$ cat src/rtl/sr_guard_pkg.sv
package sr_guard_pkg;

   typedef enum logic [1:0] {
      VERDICT_NONE   = 2'd0,
      VERDICT_ACCEPT = 2'd1,
      VERDICT_REJECT = 2'd2
   } verdict_t;

   // Build the set of register bits owned by the guard: the lock-down bit
   // plus a contiguous block-protect field.
   function automatic logic [31:0] owned_bits(input int lock_bit,
                                              input int bp_lo,
                                              input int bp_w);
      logic [31:0] m;
      m = '0;
      m[lock_bit] = 1'b1;
      for (int i = 0; i < bp_w; i++) begin
         m[bp_lo + i] = 1'b1;
      end
      return m;
   endfunction

endpackage

$ cat src/rtl/sr_guard_policy.sv
module sr_guard_policy
   import sr_guard_pkg::*;
#(
   parameter bit WP_ACTIVE_LOW = 1'b1
) (
   input  logic     wr,
   input  logic     wel,
   input  logic     wp,
   input  logic     lock_q,
   output verdict_t verdict
);

   logic pin_on;

   generate
      if (WP_ACTIVE_LOW) begin : g_pin_low
         assign pin_on = ~wp;
      end else begin : g_pin_high
         assign pin_on = wp;
      end
   endgenerate

   logic blocked;
   assign blocked = pin_on & lock_q;

   always_comb begin
      verdict = VERDICT_NONE;
      if (wr && wel) begin
         verdict = blocked ? VERDICT_REJECT : VERDICT_ACCEPT;
      end
   end

endmodule

$ cat src/rtl/sr_guard_store.sv
module sr_guard_store #(
   parameter int             SR_W    = 8,
   parameter logic [SR_W-1:0] OWN_MASK = '0,
   parameter logic [SR_W-1:0] RST_VAL  = '0
) (
   input  logic            clk,
   input  logic            rst_n,
   input  logic            load,
   input  logic [SR_W-1:0] wdata,
   output logic [SR_W-1:0] sr
);

   logic unused_wdata_bits;
   assign unused_wdata_bits = ^(wdata & ~OWN_MASK);

   generate
      for (genvar i = 0; i < SR_W; i++) begin : g_bit
         if (OWN_MASK[i]) begin : g_held
            logic q;
            always_ff @(posedge clk or negedge rst_n) begin
               if (!rst_n) begin
                  q <= RST_VAL[i];
               end else if (load) begin
                  q <= wdata[i];
               end
            end
            assign sr[i] = q;
         end else begin : g_zero
            assign sr[i] = 1'b0;
         end
      end
   endgenerate

endmodule

$ cat src/rtl/sr_guard_pulse.sv
module sr_guard_pulse
   import sr_guard_pkg::*;
(
   input  logic     clk,
   input  logic     rst_n,
   input  verdict_t verdict,
   output logic     acc,
   output logic     rej,
   output logic     wel_clr
);

   always_ff @(posedge clk or negedge rst_n) begin
      if (!rst_n) begin
         acc     <= 1'b0;
         rej     <= 1'b0;
         wel_clr <= 1'b0;
      end else begin
         acc     <= (verdict == VERDICT_ACCEPT);
         rej     <= (verdict == VERDICT_REJECT);
         wel_clr <= (verdict != VERDICT_NONE);
      end
   end

endmodule

$ cat src/rtl/sr_write_guard.sv
module sr_write_guard
   import sr_guard_pkg::*;
#(
   parameter int SR_W          = 8,
   parameter int LOCK_BIT      = 7,
   parameter int BP_LO         = 2,
   parameter int BP_W          = 4,
   parameter bit WP_ACTIVE_LOW = 1'b1,
   parameter logic [SR_W-1:0] RST_VAL = '0
) (
   input  logic            clk,
   input  logic            rst_n,
   input  logic            wp_i,
   input  logic            wel_i,
   input  logic            wr_i,
   input  logic [SR_W-1:0] wr_data_i,
   output logic [SR_W-1:0] sr_o,
   output logic            acc_o,
   output logic            rej_o,
   output logic            wel_clr_o
);

   localparam int BP_HI = BP_LO + BP_W - 1;
   localparam logic [SR_W-1:0] OWN_MASK = SR_W'(owned_bits(LOCK_BIT, BP_LO, BP_W));

   initial begin
      if (SR_W < 2 || SR_W > 32)
         $error("sr_write_guard: SR_W out of range");
      if (LOCK_BIT < 0 || LOCK_BIT >= SR_W)
         $error("sr_write_guard: LOCK_BIT outside register");
      if (BP_W < 1 || BP_LO < 0 || BP_HI >= SR_W)
         $error("sr_write_guard: block-protect field outside register");
      if (LOCK_BIT >= BP_LO && LOCK_BIT <= BP_HI)
         $error("sr_write_guard: lock-down bit overlaps block-protect field");
   end

   verdict_t verdict;

   sr_guard_policy #(
      .WP_ACTIVE_LOW(WP_ACTIVE_LOW)
   ) u_policy (
      .wr     (wr_i),
      .wel    (wel_i),
      .wp     (wp_i),
      .lock_q (sr_o[LOCK_BIT]),
      .verdict(verdict)
   );

   sr_guard_store #(
      .SR_W    (SR_W),
      .OWN_MASK(OWN_MASK),
      .RST_VAL (RST_VAL & OWN_MASK)
   ) u_store (
      .clk  (clk),
      .rst_n(rst_n),
      .load (verdict == VERDICT_ACCEPT),
      .wdata(wr_data_i),
      .sr   (sr_o)
   );

   sr_guard_pulse u_pulse (
      .clk    (clk),
      .rst_n  (rst_n),
      .verdict(verdict),
      .acc    (acc_o),
      .rej    (rej_o),
      .wel_clr(wel_clr_o)
   );

endmodule

$ cat config.mk
export PLATFORM = sky130hd
export DESIGN_NAME = sr_write_guard
export DESIGN_NICKNAME = d
export VERILOG_FILES = /design/src/rtl/sr_guard_pkg.sv /design/src/rtl/sr_guard_policy.sv /design/src/rtl/sr_guard_store.sv /design/src/rtl/sr_guard_pulse.sv /design/src/rtl/sr_write_guard.sv
export SDC_FILE = /design/constraint.sdc
export NUM_CORES = 1
export LEC_CHECK = 0
export ABC_AREA = 0
export BUFFER_PORTS_ARGS = -buffer_cell sky130_fd_sc_hd__clkbuf_2
export CORE_AREA = 2 2 39 41
export CTS_CLUSTER_SIZE = 8
export DETAILED_ROUTE_END_ITERATION = 7
export DIE_AREA = 0 0 41 43
export PLACE_DENSITY = 0.68
export SKIP_CTS_REPAIR_TIMING = 1
export SLEW_MARGIN = 5
export SYNTH_ARGS = -nofsm -noshare
export SYNTH_HDL_FRONTEND = slang
export SYNTH_SLANG_ARGS = --single-unit
$ cat constraint.sdc
create_clock -name clk -period 2.8 [get_ports clk]
set_input_delay 0.42 -clock clk [delete_from_list [all_inputs] [get_ports clk]]
set_output_delay 0.42 -clock clk [all_outputs]
set_load 0.02 [all_outputs]
==> key figures <==
Layout
  – # diodes: 0
  – Storage element area: 200.2 sq um
  – Layout Nets: 58
  – Area grow syn2layout: 23.86%
  – Final cell count without fillers: 59
  – Final core occ: 31.92%
  – Multi-input gate area: 96.34 sq um
  – Share of cells above drive strength 1: 58.14%
  – Fillers: 146

Setup path
  – Crit-path cells: clkbuf_2
  – CP Max Fanout: 4
  – Slowest stage delay, CP: 0.43 ns
  – Reg2reg start: u_store.g_bit[7].g_held.q
  – Critical Path AT: 0.88 ns
  – WP data required: 2.38 ns
  – Path depth of the worst reg2reg path: 2
  – Worst setup EP type: primary output
  – Worst Setup Start Kind: flip-flop
  – Worst path bufs/invs: 1
  – Top Family by Delay on Critical Path: flip-flops
  – Max stage delay cell, worst path: dfrtp_1
  – Critical path class: reg -> out
  – RR Endpoint: u_store.g_bit[5].g_held.q
  – R2R Setup Slk: 1.66 ns

Pwr
  – Worst VDD drop: 0.1467 mV
  – Leakage: 0.2428 nW
  – Pwr/cell area: 664.5 nW/um^2

Synthesis
  – Synthesized area: 356.6 sq um
  – Area leader, netlist: dfrtp_1
  – Post-Synthesis Cells: 28
  – Syn. warnings: 0
  – Post-synth top area share: 56.14%
  – Average size of a mapped cell: 12.74 sq um
  – Register area share after synthesis: 56.14%
  – Unique masters post-synth: 10
  – Synth area leaders: dfrtp_1, buf_4, mux2_2
  – Synthesized flop and latch total: 8

Clock tree
  – Latest clock arrival within the worst-skew pair: 0.24 ns
  – CTS tree: done
  – Clock Sinks: 8
  – Worst-case clock buffer depth: 2
  – Clk root buf: clkbuf_4
  – Clock transition at path regs: 0.05 ns
  – CTS Buf Count: 3
  – H-tree lvl count: 1

GRT
  – First-pass GRT wire length: 800 um
  – Antenna violations before repair: 0
  – Pin count of the biggest net entering global routing: 9
  – Vias in the first global route: 201
  – GRT overflow: 0
  – Gr usage total: 7.505%

Placement
  – Cell count after placement: 55
  – Final RePlAce weighted congestion: 0.6371
  – # port buffers: 17

Min path
  – Hold Path Class: in -> reg
  – Hold Path End: u_store.g_bit[3].g_held.q
  – Min-delay src: wr_data_i[3]
  – Hold Path Depth: 2

Floorplan
  – Die ar.: 1763 sq um
  – Initial core utilization: 25.77%
  – Row cnt: 14
  – Die Height: 43 um
  – # IOs: 24
  – Core box area: 1384 sq um
  – Die W: 41 um

Routing
  – 1st-iter DRT viols: 2
  – Routed length per placed instance: 9.068 um
  – DRC violations left: 0
  – Drt pass-1 iters: 3
  – Via count: 223
  – DR vias/cell: 3.780
  – Routed Antenna Nets: 0
  – WL final: 535 um

Timing
  – Final setup viols: 0
  – RSZ-0062 raised after global routing: false
  – Final hold viol count: 0
  – Crit path time final: 1.296 ns
  – Pins Over Slew Limit: 0
  – Part of the cycle the worst path needs: 46.30%
  – Worst Skew: 0.003834 ns
  – Max frequency: 0.7713 GHz
  – Setup TNS: 0 ns

Outcome
  – Status: completed

Run
  – Max cap viols: 0
[worst max path at each step]
| stage | start | end | slack, ns | cells after the start |
|---|---|---|---|---|
| 4_1_cts | u_store.g_bit[7].g_held.q | sr_o[7] | 1.49 | 1 |
| 3_5_place_dp | wr_i | u_store.g_bit[5].g_held.q | 1.49 | 4 |
| 2_1_floorplan | wr_i | u_store.g_bit[2].g_held.q | 1.67 | 3 |
| 6_report | u_store.g_bit[7].g_held.q | sr_o[7] | 1.50 | 1 |
| 3_3_place_gp | wr_i | u_store.g_bit[2].g_held.q | 1.52 | 4 |
| 5_1_grt | u_store.g_bit[7].g_held.q | sr_o[7] | 1.45 | 1 |
[per-stage QoR]
stage	total power [mW]	cell area, sq um	hold WS, ns	worst slack [ns]
2_1_floorplan	0.2095	364.1	0.1244	1.673
4_1_cts	0.3004	431.7	-0.003188	1.492
5_1_grt	0.3175	441.7	0.3918	1.453
3_3_place_gp	0.2124	409.1	0.2682	1.518
6_report	0.2935	441.7	0.4091	1.504
3_5_place_dp	0.2146	409.1	0.2680	1.492
[cell type report]
type	count	share of cell area, %
Clock buffer	3	5.099
Inverter	2	1.700
Multi-Input combinational cell	12	21.81
Sequential cell	8	45.33
Tap cell	16	4.533
Timing Repair Buffer	18	21.53
[cells by family after synthesis]
kind of cell / after synthesis / share of synthesized area (%)
flops: 8 / 56.14
mux: 4 / 12.63
simple gates: 3 / 4.209
buf+inv: 10 / 18.95
other cells: 1 / 1.052
compound gates: 2 / 7.019
[per-layer routing]
| metal | routed length (um) | vias up | global-route usage (%) |
|---|---|---|---|
| met2 | 219 | 17 | 9.063 |
| met3 | 84 | 0 | 4.712 |
| met1 | 231 | 97 | 7.973 |
| li1 | - | 109 | - |
| met5 | 0 | - | 0 |
| met4 | 0 | 0 | 8.000 |
[placed cells by master (no fill, tap or decap)]
cell | synthesis | routed
clkbuf_2 | 0 | 17
dfrtp_1 | 8 | 8
mux2_2 | 4 | 4
conb_1 | 1 | 3
clkbuf_4 | 0 | 3
inv_1 | 2 | 2
nand2_1 | 1 | 1
and3_1 | 1 | 1
a21oi_4 | 1 | 1
nand3_1 | 1 | 1
a22o_1 | 1 | 1
dlygate4sd3_1 | 0 | 1
[flip-flops by register name, summed over array words and instances (netlist names)]
name and cells:
u_store.g_bit.g_held.q 5, u_pulse.acc 1, u_pulse.rej 1, u_pulse.wel_clr 1
[Yosys cell counts, drive strengths merged]
library cell	count
mux2	4
a22o	1
nand3	1
and3	1
conb	1
nand2	1
inv	2
a21oi	1
buf	8
dfrtp	8
[report_power, final]
| part | switching [mW] | internal (mW) |
|---|---|---|
| logic | 0.0419 | 0.0291 |
| clock network | 0.0324 | 0.0486 |
| registers | 0.00921 | 0.132 |
(Power assumes the default switching activity.)
